**config.mk**
```make
export PLATFORM = sky130hd
export DESIGN_NAME = sertx_core
export DESIGN_NICKNAME = d
export VERILOG_FILES = /design/src/rtl/sertx_pkg.sv /design/src/rtl/sertx_ctlreg.sv /design/src/rtl/sertx_holdreg.sv /design/src/rtl/sertx_fsm.sv /design/src/rtl/sertx_core.sv
export SDC_FILE = /design/constraint.sdc
export NUM_CORES = 1
export LEC_CHECK = 0
export ABC_CLOCK_PERIOD_IN_PS = 2300
export CAP_MARGIN = 10
export CORE_AREA = 2 2 62 64
export DETAILED_ROUTE_END_ITERATION = 7
export DIE_AREA = 0 0 64 66
export PLACE_DENSITY_LB_ADDON = 0.25
export RECOVER_POWER = 50
export SLEW_MARGIN = 20
export SYNTH_ARGS = -nofsm -noshare
export SYNTH_HDL_FRONTEND = slang
export SYNTH_HIERARCHICAL = 1
export SYNTH_SLANG_ARGS = --single-unit
```
**constraint.sdc**
```tcl
create_clock -name clk -period 2.3 [get_ports clk]
set_clock_uncertainty 0.1 [all_clocks]
set_input_delay 0.345 -clock clk [delete_from_list [all_inputs] [get_ports clk]]
set_output_delay 0.345 -clock clk [all_outputs]
set_load 0.1 [all_outputs]
```
**src/rtl/sertx_pkg.sv**
```systemverilog
package sertx_pkg;

    // sequencer states
    typedef enum logic [2:0] {
        TX_OFF  = 3'd0,
        TX_WAKE = 3'd1,
        TX_IDLE = 3'd2,
        TX_DATA = 3'd3,
        TX_PRE  = 3'd4,
        TX_BRK  = 3'd5
    } tx_state_e;

    // control register field positions (decoded by software)
    localparam int CB_RDY_IE  = 7;
    localparam int CB_DONE_IE = 6;
    localparam int CB_TX_EN   = 3;
    localparam int CB_BREAK   = 0;

endpackage

```
**src/rtl/sertx_ctlreg.sv**
```systemverilog
module sertx_ctlreg
    import sertx_pkg::*;
(
    input  logic       clk,
    input  logic       rst_n,
    input  logic       ctl_we,
    input  logic [7:0] ctl_wdata,
    output logic       rdy_ie,
    output logic       done_ie,
    output logic       tx_en,
    output logic       brk_on,
    output logic       en_rise,
    output logic       brk_fall
);

    logic rsvd_bits_unused;
    assign rsvd_bits_unused = ^{ctl_wdata[5:4], ctl_wdata[2:1]};

    always_ff @(posedge clk) begin
        if (!rst_n) begin
            rdy_ie  <= 1'b0;
            done_ie <= 1'b0;
            tx_en   <= 1'b0;
            brk_on  <= 1'b0;
        end else if (ctl_we) begin
            rdy_ie  <= ctl_wdata[CB_RDY_IE];
            done_ie <= ctl_wdata[CB_DONE_IE];
            tx_en   <= ctl_wdata[CB_TX_EN];
            brk_on  <= ctl_wdata[CB_BREAK];
        end
    end

    // one-cycle edge pulses on the write that changes the bit
    always_comb begin
        en_rise  = ctl_we &&  ctl_wdata[CB_TX_EN] && !tx_en;
        brk_fall = ctl_we && !ctl_wdata[CB_BREAK] &&  brk_on;
    end

endmodule

```
**src/rtl/sertx_holdreg.sv**
```systemverilog
module sertx_holdreg #(
    parameter int DATA_W = 8
) (
    input  logic              clk,
    input  logic              rst_n,
    input  logic              dat_we,
    input  logic [DATA_W-1:0] dat_wdata,
    input  logic              load,
    output logic              empty,
    output logic              accept,
    output logic [DATA_W-1:0] hold_q
);

    assign accept = dat_we && empty;

    always_ff @(posedge clk) begin
        if (!rst_n) begin
            empty  <= 1'b1;
            hold_q <= '0;
        end else if (accept) begin
            empty  <= 1'b0;
            hold_q <= dat_wdata;
        end else if (load) begin
            empty  <= 1'b1;
        end
    end

endmodule

```
**src/rtl/sertx_fsm.sv**
```systemverilog
module sertx_fsm
    import sertx_pkg::*;
#(
    parameter int DATA_W   = 8,
    parameter int PRE_BITS = 10,
    parameter int BRK_LOW  = 10
) (
    input  logic              clk,
    input  logic              rst_n,
    input  logic              bit_tick,
    input  logic              tx_en,
    input  logic              brk_on,
    input  logic              en_rise,
    input  logic              brk_fall,
    input  logic              hold_full,
    input  logic [DATA_W-1:0] hold_q,
    input  logic              wr_accept,
    output logic              load,
    output logic              txd,
    output logic              tc
);

    localparam int FR_DATA = DATA_W + 2;
    localparam int FR_PRE  = PRE_BITS;
    localparam int FR_BRK  = BRK_LOW + 1;
    localparam int FR_MAX  = (FR_DATA > FR_PRE) ? ((FR_DATA > FR_BRK) ? FR_DATA : FR_BRK)
                                                : ((FR_PRE  > FR_BRK) ? FR_PRE  : FR_BRK);
    localparam int CNT_W   = $clog2(FR_MAX + 1);

    tx_state_e         state_q, state_d;
    logic [CNT_W-1:0]  cnt_q, cnt_d, last_cnt;
    logic [DATA_W-1:0] sh_q, sh_d;
    logic              pend_pre_q, pend_brk_q;
    logic              launch, frame_end, take_pre, take_brk, in_frame, tc_set;

    assign in_frame = (state_q == TX_DATA) || (state_q == TX_PRE) || (state_q == TX_BRK);

    always_comb begin
        unique case (state_q)
            TX_DATA: last_cnt = CNT_W'(FR_DATA - 1);
            TX_PRE:  last_cnt = CNT_W'(FR_PRE - 1);
            TX_BRK:  last_cnt = CNT_W'(FR_BRK - 1);
            default: last_cnt = '0;
        endcase
    end

    // next-state logic
    always_comb begin
        state_d   = state_q;
        cnt_d     = cnt_q;
        sh_d      = sh_q;
        launch    = 1'b0;
        frame_end = 1'b0;
        take_pre  = 1'b0;
        take_brk  = 1'b0;
        load      = 1'b0;
        unique case (state_q)
            TX_OFF: begin
                if (tx_en) begin
                    state_d = TX_WAKE;
                    cnt_d   = '0;
                end
            end
            TX_WAKE: begin
                if (!tx_en) begin
                    state_d = TX_OFF;
                end else if (bit_tick) begin
                    if (cnt_q == CNT_W'(1)) launch = 1'b1;
                    else                    cnt_d  = cnt_q + CNT_W'(1);
                end
            end
            TX_IDLE: begin
                if (!tx_en)        state_d = TX_OFF;
                else if (bit_tick) launch  = 1'b1;
            end
            TX_DATA, TX_PRE, TX_BRK: begin
                if (bit_tick) begin
                    if (cnt_q == last_cnt) begin
                        frame_end = 1'b1;
                        if (tx_en) launch  = 1'b1;
                        else       state_d = TX_OFF;
                    end else begin
                        cnt_d = cnt_q + CNT_W'(1);
                        if (state_q == TX_DATA && cnt_q != '0)
                            sh_d = sh_q >> 1;
                    end
                end
            end
            default: state_d = TX_OFF;
        endcase

        // launch selection: preamble, then break, then data
        if (launch) begin
            cnt_d = '0;
            if (pend_pre_q) begin
                state_d  = TX_PRE;
                take_pre = 1'b1;
            end else if (pend_brk_q || brk_on) begin
                state_d  = TX_BRK;
                take_brk = 1'b1;
            end else if (hold_full) begin
                state_d = TX_DATA;
                load    = 1'b1;
                sh_d    = hold_q;
            end else begin
                state_d = TX_IDLE;
            end
        end
    end

    assign tc_set = frame_end && !hold_full && !take_pre && !take_brk;

    // state register
    always_ff @(posedge clk) begin
        if (!rst_n) begin
            state_q <= TX_OFF;
            cnt_q   <= '0;
            sh_q    <= '0;
        end else begin
            state_q <= state_d;
            cnt_q   <= cnt_d;
            sh_q    <= sh_d;
        end
    end

    // queued patterns and completion flag
    always_ff @(posedge clk) begin
        if (!rst_n) begin
            pend_pre_q <= 1'b0;
            pend_brk_q <= 1'b0;
            tc         <= 1'b0;
        end else begin
            if (en_rise && in_frame) pend_pre_q <= 1'b1;
            else if (take_pre)       pend_pre_q <= 1'b0;

            if (brk_fall)            pend_brk_q <= 1'b1;
            else if (take_brk)       pend_brk_q <= 1'b0;

            if (wr_accept)           tc <= 1'b0;
            else if (tc_set)         tc <= 1'b1;
        end
    end

    // line output
    always_comb begin
        unique case (state_q)
            TX_DATA: begin
                if (cnt_q == '0)            txd = 1'b0;
                else if (cnt_q == last_cnt) txd = 1'b1;
                else                        txd = sh_q[0];
            end
            TX_BRK:  txd = (cnt_q < CNT_W'(BRK_LOW)) ? 1'b0 : 1'b1;
            default: txd = 1'b1;
        endcase
    end

endmodule

```
**src/rtl/sertx_core.sv**
```systemverilog
module sertx_core #(
    parameter int DATA_W   = 8,
    parameter int PRE_BITS = 10,
    parameter int BRK_LOW  = 10
) (
    input  logic              clk,
    input  logic              rst_n,
    input  logic              bit_tick,
    input  logic              ctl_we,
    input  logic [7:0]        ctl_wdata,
    input  logic              dat_we,
    input  logic [DATA_W-1:0] dat_wdata,
    output logic              txd,
    output logic              dre,
    output logic              tc,
    output logic              irq
);

    logic              rdy_ie_w, done_ie_w, tx_en_w, brk_on_w, en_rise_w, brk_fall_w;
    logic              load_w, accept_w;
    logic [DATA_W-1:0] hold_w;

    sertx_ctlreg u_ctl (
        .clk      (clk),
        .rst_n    (rst_n),
        .ctl_we   (ctl_we),
        .ctl_wdata(ctl_wdata),
        .rdy_ie   (rdy_ie_w),
        .done_ie  (done_ie_w),
        .tx_en    (tx_en_w),
        .brk_on   (brk_on_w),
        .en_rise  (en_rise_w),
        .brk_fall (brk_fall_w)
    );

    sertx_holdreg #(.DATA_W(DATA_W)) u_hold (
        .clk      (clk),
        .rst_n    (rst_n),
        .dat_we   (dat_we),
        .dat_wdata(dat_wdata),
        .load     (load_w),
        .empty    (dre),
        .accept   (accept_w),
        .hold_q   (hold_w)
    );

    sertx_fsm #(.DATA_W(DATA_W), .PRE_BITS(PRE_BITS), .BRK_LOW(BRK_LOW)) u_fsm (
        .clk      (clk),
        .rst_n    (rst_n),
        .bit_tick (bit_tick),
        .tx_en    (tx_en_w),
        .brk_on   (brk_on_w),
        .en_rise  (en_rise_w),
        .brk_fall (brk_fall_w),
        .hold_full(!dre),
        .hold_q   (hold_w),
        .wr_accept(accept_w),
        .load     (load_w),
        .txd      (txd),
        .tc       (tc)
    );

    assign irq = (rdy_ie_w && dre) || (done_ie_w && tc);

endmodule

```
==> Word level (Yosys, flattened, before mapping) <==
Cells that the tools add are included.
W data, S select, Z words.
{ "totals": {"ff_bits": 31, "latchBits": 0, "ram_bits": 0, "romBits": 0, "inputBits": 21, "out_inout_bits": 4, "elab_cells": 121, "n_memories": 0} }
{ "op_classes": {"n_addsub": 1, "n_mul": 0, "div_mod_pow": 0, "n_lt_le_gt_ge": 1, "n_eq_ne": 16, "n_shift": 0, "mux": 56, "bitwise_logic": 1, "reduce_logical": 34} }
{ "ops": {"columns": ["op", "count"], "rows": [
  ["$mux W8", 8],
  ["$mux W1", 30],
  ["$mux W4", 6],
  ["$mux W3", 7],
  ["$logic_and A1 B1 Y1", 12],
  ["$ne A2 B2 Y1 const B", 6],
  ["$pmux W4 S3", 1],
  ["$pmux W3 S3", 1],
  ["$pmux W4 S2", 1],
  ["$reduce_or A2 Y1", 4],
  ["$reduce_and A7 Y1", 1],
  ["$eq A3 B2 Y1 const B", 2],
  ["$eq A3 B3 Y1 const B", 2],
  ["$ne A3 B2 Y1 const B", 2],
  ["$reduce_bool A2 Y1", 3],
  ["$add A4 B1 Y4 const B", 1],
  ["$eq A4 B1 Y1 const B", 1],
  ["$eq A4 B4 Y1", 1],
  ["$logic_not A1 Y1", 4],
  ["$logic_not A4 Y1", 1],
  ["$logic_or A1 B1 Y1", 4],
  ["$lt A4 B4 Y1 const B", 1],
  ["$reduce_bool A4 Y1", 1],
  ["$eq A3 B1 Y1 const B", 1],
  ["8 further kinds", 8]
]} }

==> Depth between registers and ports, before layout <==
Gate-level depths: netlist of the first run.
{ "logic_depth": {"word_depth": 11, "depth_mapped": 9, "ltp_nobuf": 8} }

==> Hierarchy <==
Netlist of the first run, hierarchy kept.
{ "by_module_without_submodules": {"columns": ["mod", "instances", "cells_per_inst", "area_each_um2", "seq_area_each_um2"], "rows": [
  ["sertx_fsm", 1, 150, 1256.2, 360.3],
  ["sertx_holdreg", 1, 41, 406.6, 180.2],
  ["sertx_ctlreg", 1, 15, 176.4, 80.1],
  ["sertx_core", 1, 2, 12.5, 0.0]
]} }

==> Least setup slack after synthesis of the first run <==
Ideal clock, no wire load.
{ "synth_timing": {"path_kind": "register -> output", "from": "reg u_hold.empty", "to": "out irq", "t_arrival_ns": 1.860, "required_time_ns": 1.855, "setup_slack_ns": -0.005, "path_stages_with_launch": 2, "path_buffers": 0, "cell_sequence": "dfxtp_1 -> a22o_1"} }
{ "synth_via": {"elab_chain_len": 2} }
{ "synth_rtl": {"columns": ["element", "line", "source"], "rows": [
  ["start: declaration", "sertx_holdreg.sv:9", "output logic empty,"],
  ["start signal: assignment", "sertx_holdreg.sv:18", "empty <= 1'b1;"],
  ["start signal: assignment", "sertx_holdreg.sv:21", "empty <= 1'b0;"],
  ["start signal: assignment", "sertx_holdreg.sv:24", "empty <= 1'b1;"],
  ["$logic_and A1 B1 Y1", "sertx_core.sv:63", "assign irq = (rdy_ie_w && dre) || (done_ie_w && tc);"],
  ["$logic_or A1 B1 Y1", "sertx_core.sv:63", null],
  ["end: declaration", "sertx_core.sv:16", "output logic irq"]
]} }
No other way between the ends.

==> Worst setup path in the final report of the first run <==
{ "layout_timing": {"from": "reg u_fsm.cnt_q[1]", "to": "out txd"} }
{ "layout_via": {"elab_chain_len": 4, "word_cells_on_any_way": 7, "classes_between": "1 x order compare; 1 x eq/ne; 4 x mux; 1 x reduce/logical"} }
{ "layout_rtl": {"columns": ["element", "line", "source"], "rows": [
  ["start: declaration", "sertx_fsm.sv:31", "logic [CNT_W-1:0] cnt_q, cnt_d, last_cnt;"],
  ["start signal: assignment", "sertx_fsm.sv:121", "cnt_q <= cnt_d;"],
  ["parallel branches: the longest is 3 deep, another holds $lt A4 B4 Y1", null, null],
  ["$pmux W1 S2 *", "sertx_fsm.sv:146", "unique case (state_q)"],
  ["end: declaration", "sertx_core.sv:13", "output logic txd,"]
]} }
Every way passes the cells marked *.

==> results.md, run 1 <==
* Status: finished, final reports clean
* Xor/xnor cell area share of the yosys netlist at 0.00473
* Least-Margin Pin Slew at 1120 ps
* Num ports at 25
* FILL cells at 325
* PwrDens at 563 nW/µm²
* Clock tree buffer depth at 2
* Final hold viol count at 0
* Cell Area, Synth at 1850 µm²
* Peak supply drop at 0.307 mV
* Post-synth top flop: dfxtp_1
* Buffers plus inverters on the worst setup path at 2
* ANT nets after route at 0
* Syn Area/Cell at 8.90 µm²
* Core Box Area at approximately 3600 µm²
* Clk sinks at 31
* Pin count of the biggest net entering global routing at 30
* Clock-pin slew on the worst setup and hold paths at ~100 ps
* Largest family of logic cells by synthesized area: simple AND/OR/NAND/NOR gates
* Skew-Pair Late Insertion Delay at ~340 ps
* Top cells by count, synth: dfxtp_1, nand2_1, a21oi_1
* Antenna violations before repair at 0
* # DRC at 0
* Die height at 66 µm
* DRT Wirelength at approximately 3.6 mm
* Syn Inst Count at 208
* Setup CP Type: reg2out
* Min-Delay Path Depth at 2
* EDFF count, synth at 0
* GP Congestion at 0.883
* Setup WS pre-CTS at 73.8 ps
* First-pass GRT wire length at 6.48 mm
* Post-synth cell types at 52
* Max H-tree Level at 2
* N_diodes at 0
* Die W at 64 µm
* F_max at 469 MHz
* Drt first pass iters at 5
* PortBufs at 20
* Reg2reg path depth at 7
* Setup TNS at 0 ps
* Cell Rows at 22
* Peak fanout along the critical path at 9
* RR Startpoint: u_fsm/state_q[0]$_SDFFE_PN0P_
* Max_cap viols at 0
* CP Capture Type: output pin
* WL per Instance at about 13 µm
* Crit share post-route at 0.927
* Total global routing track utilization at 0.195
* Initial detailed-routing violation count at 45
* Final setup fails at 0
* R2R setup slack at 180 ps
* Top cells by area, synth: dfxtp_1, mux2i_1, o21ai_2, a21oi_1, nand2_1
* Worst Path Required at 1860 ps
* GRT overflow at 0
* YS warnings at 6
* Inserted Clock Buffers at 5
* Starting density of the core at 0.521
* Yosys reg bits at 31
* Area delta synth->final at 16.6%
* CP arrival at 1690 ps
* Setup ws final at 168 ps
* Vias per cell at 5.48
* Simple-gate share of the synthesized area at 0.264
* Nets at 255
* Hold_sp: u_hold/hold_q[2]$_SDFFE_PN0P_
* Register area at 621 µm²
* Largest area contributor in the netlist: dfxtp_1
* Final Max Slew Viols at 0
* Die area at 4220 µm²
* End of the worst hold path: u_hold/hold_q[2]$_SDFFE_PN0P_
* Critical-path cell list: inv_1 -> ha_1 -> a21oi_1 -> nand2_1 -> nand4_1 -> buf_12
* Slew margin rel. at 0.256
* Compound-Gate Fraction of Synth Area at 0.227
* Post-synthesis adder-cell area fraction at 0.0203
* Mux cell area share after synthesis at 0.0709
* Via Count at ~1.5k
* Multi-input logic area at about 1100 µm²
* Critical path's largest stage delay at 500 ps
* Clock Root Buffer: clkbuf_4
* Reg-to-Reg End: u_hold/empty$_SDFFE_PN1P_
* Post-synth ARST share at 0
* Kind of cell adding the most delay to the critical path: flip-flops
* Startpoint Class: register
* Minimum clock period at 2130 ps
* CTS tree: yes
* Post-synth net total at 232
* Max stage delay cell, worst path: dfxtp_1
* Leak at 0.782 nW
* Setup Buffers After CTS at 0
* HPWL Detailed at 2.63 mm
* Post-synthesis sequential area ratio at 0.335
* Post-synth top area share at 0.335
* Fraction of layout instances using a drive strength above 1 at 0.185
* Hold Path Class: reg2reg
* Vias in the first global route at approximately 1.4k
* RSZ-0062 raised after global routing: false
* Count leader, synth: dfxtp_1
## worst register-to-register path, stage by stage, from the launching register on
cell,delay [ps]
dfxtp_1,520
and2b_4,220
and4b_4,260
o211ai_2,140
or3_1,550
inv_1,110
nor2_1,50
o21ai_2,110
## stage by stage
step / power [mW] / utilization / instance area (µm²) / cells / hold slack (ps)
2_1_floorplan: 0.728 / - / 1850 / 208 / 334
3_3_place_gp: 0.778 / 0.592 / 2100 / 272 / 342
3_5_place_dp: 0.780 / 0.592 / 2100 / 272 / 348
4_1_cts: 1.24 / 0.616 / 2190 / 280 / 364
5_1_grt: 1.27 / 0.608 / 2160 / 280 / 373
6_report: 1.21 / 0.608 / 2160 / 280 / 365
## how the worst max path moves through the flow
stage,start,cells after the start,to,slack [ps]
floorplan,u_fsm/cnt_q[3]$_SDFFE_PP0P_,3,txd,130
global route,u_fsm/state_q[2]$_SDFFE_PN0P_,7,u_hold/empty$_SDFFE_PN1P_,50
CTS,u_fsm/cnt_q[3]$_SDFFE_PP0P_,4,txd,50
global placement,bit_tick,6,u_fsm/cnt_q[3]$_SDFFE_PP0P_,90
finish,u_fsm/cnt_q[1]$_SDFFE_PP0P_,6,txd,170
detailed placement,bit_tick,6,u_fsm/cnt_q[3]$_SDFFE_PP0P_,70
## kinds of logic after synthesis
family	Yosys count
AND/OR/NAND/NOR	83
AO/OA/AOI/OAI	55
flip-flops	31
buffers and inverters	22
multiplexers	13
adder cells (fa/ha/maj)	3
XOR/XNOR	1
## cells in the final DEF (no fill, tap or decap), types with 4 or more instances in the layout
cell / netlist / final
nand3b_1: 8 / 8
o21ai_2: 9 / 4
nor2b_1: 7 / 6
clkdlybuf4s50_1: 0 / 16
a21oi_1: 13 / 13
inv_1: 8 / 8
o21ai_0: 8 / 13
mux2i_1: 12 / 12
o31ai_1: 7 / 7
nor2_1: 11 / 11
clkbuf_4: 0 / 5
nand4_1: 10 / 10
buf_4: 1 / 7
dfxtp_1: 31 / 31
nand2_1: 17 / 17
nor3_1: 6 / 6
## cell type report
type                    count  area share
multi-input cells         155       0.496
repair buffers             30       0.134
flip-flops and latches     31       0.288
well taps                  48      0.0278
clock inverters             2      0.0162
clock buffers               6      0.0238
inverters                   8      0.0139
## report_power, final
group / internal (mW) / switching, mW / total (mW) / leakage, nW
Clock: 0.257 / 0.199 / 0.455 / 0.0482
Sequential: 0.556 / 0.0197 / 0.575 / 0.252
Combinational: 0.0868 / 0.0973 / 0.184 / 0.481
Total: 0.899 / 0.316 / 1.21 / 0.782
## state kept, by name, summed over array words and instances (netlist names)
name and flops:
u_fsm/cnt_q 4, u_fsm/sh_q 8, u_ctl/done_ie 1, u_fsm/pend_brk_q 1
u_ctl/rdy_ie 1, u_fsm/state_q 3, u_hold/empty 1, u_ctl/tx_en 1
u_fsm/tc 1, u_hold/hold_q 8, u_fsm/pend_pre_q 1, u_ctl/brk_on 1
## timing repair
item | in CTS | in global routing
hold buffers | 0 | 0
resized for setup | 0 | 1
endpoints found under the setup margin | 0 | 1
## per-layer routing
layer,routed length [µm],GRT usage,vias to the layer above
met1,1700,0.244,693
met5,0,0,-
li1,-,-,806
met2,1700,0.320,32
met3,124,0.0511,4
met4,39,0.0734,0
(Power assumes the default switching activity.)
==> run 2, diff against run 1 <==
--- a/config.mk
+++ b/config.mk
@@ -11,7 +11,6 @@
 export DETAILED_ROUTE_END_ITERATION = 7
 export DIE_AREA = 0 0 64 66
 export PLACE_DENSITY_LB_ADDON = 0.25
-export RECOVER_POWER = 50
 export SLEW_MARGIN = 20
 export SYNTH_ARGS = -nofsm -noshare
 export SYNTH_HDL_FRONTEND = slang
==> run 2 against run 1 <==
Compared with the run above: final cell count stayed put; critical path depth stayed put; fmax hardly changed; flip-flop and latch count stayed put; setup slack better by 0.94 ps; via count hardly changed.
==> results.md, run 2 (synthesized netlist as in run 1, its figures left out) <==
* Status: finished, final reports clean
* N_diodes at 0 (unchanged)
* # DRC at 0 (unchanged)
* Die area at 4220 µm² (unchanged)
* Die W at 64 µm (unchanged)
* CTS tree: yes
* GRT overflow at 0 (unchanged)
* Num ports at 25 (unchanged)
* Slew margin rel. at 0.510 (+0.253)
* Fraction of layout instances using a drive strength above 1 at 0.216 (+0.0302)
* ANT nets after route at 0 (unchanged)
* Setup TNS at 0 ps (unchanged)
* Setup Buffers After CTS at 0 (unchanged)
* Post-cts resize count at 0 (unchanged)
* Pin count of the biggest net entering global routing at 30 (unchanged)
* FILL cells at 319 (-1.8%)
* Clock Root Buffer: clkbuf_4
* Max layer used: met4
* PortBufs at 20 (unchanged)
* Peak supply drop at 0.307 mV (about the same)
* F_max at 469 MHz (about the same)
* WHS at 367 ps (+2.07 ps)
* Skew-Pair Late Insertion Delay at 340 ps (about the same)
* Hold buffers post-CTS at 0 (unchanged)
* Starting density of the core at 0.521 (unchanged)
* PwrDens at 559 nW/µm² (-0.72%)
* Multi-input logic area at 1090 µm² (+1.8%)
* Crit share post-route at 0.926 (about the same)
* CP arrival at 1690 ps (about the same)
* Leak at 0.799 nW (+2.2%)
* Clk sinks at 31 (unchanged)
* GP Congestion at 0.883 (unchanged)
* Hold Path Class: reg2reg
* Final setup fails at 0 (unchanged)
* HPWL Detailed at 2.63 mm (unchanged)
* Vias in the first global route at 1414 (unchanged)
* First-pass GRT wire length at 6.48 mm (unchanged)
* Wl on met1 at 1.71 mm (+0.53%)
* Final Max Slew Viols at 0 (unchanged)
* Met2 WL at 1.71 mm (+0.24%)
* DRT Wirelength at 3.57 mm (+0.25%)
* Core Box Area at 3550 µm² (unchanged)
* Nets at 255 (unchanged)
* Clock-pin slew on the worst setup and hold paths at 100 ps (about the same)
* CP Capture Type: output pin
* Metal3 WL at 119 µm (-4.0%)
* Inserted Clock Buffers at 5 (unchanged)
* Vias per cell at 5.49 (about the same)
* Die height at 66 µm (unchanged)
* Least-Margin Pin Slew at 727 ps (-388 ps)
* Area delta synth->final at 18.2%
* RSZ-0062 raised after global routing: false
* Max H-tree Level at 2 (unchanged)
* Tot Pwr at 1.22 mW (+0.72%)
* Final hold viol count at 0 (unchanged)
* Antenna violations before repair at 0 (unchanged)
* Register area at 621 µm² (unchanged)
* Total global routing track utilization at 0.195 (unchanged)
* Clock tree buffer depth at 2 (unchanged)
* WL per Instance at 12.8 µm (+0.25%)
* Worst Path Required at 1860 ps (about the same)
* Commonest non-fill, non-tap cell in the layout: dfxtp_1
* Max_cap viols at 0 (unchanged)
* Most frequent cells in the layout: dfxtp_1, nand2_1, clkdlybuf4s50_1
* Setup CP Type: reg2out
* Drt first pass iters at 4 (-1)
* Via Count at 1536 (+0.065%)
* Peak fanout along the critical path at 9 (unchanged)
* Minimum clock period at 2130 ps (-0.941 ps)
* Cell Rows at 22 (unchanged)
* Startpoint Class: register
* Biggest regs: u_fsm/sh_q x8, u_hold/hold_q x8, u_fsm/cnt_q x4
* Initial detailed-routing violation count at 40 (-11%)
[run 2: final timing paths]
kind	slack, ps	end	depth (start not counted)	start
setup reg to reg	190	u_fsm/cnt_q[3]$_SDFFE_PP0P_	5	u_fsm/state_q[2]$_SDFFE_PN0P_
setup / recovery	170	txd	6	u_fsm/cnt_q[1]$_SDFFE_PP0P_
hold / removal	370	u_hold/hold_q[5]$_SDFFE_PN0P_	2	u_hold/hold_q[5]$_SDFFE_PN0P_
hold reg to reg	370	u_hold/hold_q[5]$_SDFFE_PN0P_	2	u_hold/hold_q[5]$_SDFFE_PN0P_
[run 2: per-stage QoR]
step / instance area (µm²) / utilization / std cells / setup WS [ps]
floorplan: 1850 / - / 208 / 130
global route: 2190 / 0.617 / 280 / 52.4
CTS: 2190 / 0.616 / 280 / 51.7
global placement: 2100 / 0.592 / 272 / 85.9
detailed placement: 2100 / 0.592 / 272 / 73.8
finish: 2190 / 0.617 / 280 / 169
[run 2: critical path: stages, from the launching register on]
cell and delay (ps):
dfxtp_1 500, inv_1 110, ha_1 220, a21oi_1 130, nand2_1 70, nand4_1 140
buf_12 190
[run 2: power breakdown]
group	total (mW)	switching, mW	internal [mW]
combinational	0.192	0.101	0.0911
clock	0.456	0.200	0.257
sequential	0.575	0.0198	0.556
total	1.22	0.320	0.903
[run 2: layer usage]
metal	global-route usage	vias to the layer above
li1	-	810
met1	0.244	692
met2	0.320	30
met3	0.0511	4
met4	0.0734	0
met5	0	-
[run 2: cell type report]
cell class,instances,share of cell area
multi-input combinational,155,0.498
sequential,31,0.283
timing repair buffer,30,0.138
tap,48,0.0274
clock buffer,6,0.0234
clock inverter,2,0.0160
inverter,8,0.0137
==> run 3, diff against run 2 <==
--- a/config.mk
+++ b/config.mk
@@ -11,7 +11,7 @@
 export DETAILED_ROUTE_END_ITERATION = 7
 export DIE_AREA = 0 0 64 66
 export PLACE_DENSITY_LB_ADDON = 0.25
-export SLEW_MARGIN = 20
+export SLEW_MARGIN = 10
 export SYNTH_ARGS = -nofsm -noshare
 export SYNTH_HDL_FRONTEND = slang
 export SYNTH_HIERARCHICAL = 1
==> results of run 3 <==
Final layout, timing and power as in run 2 (identical DEF).
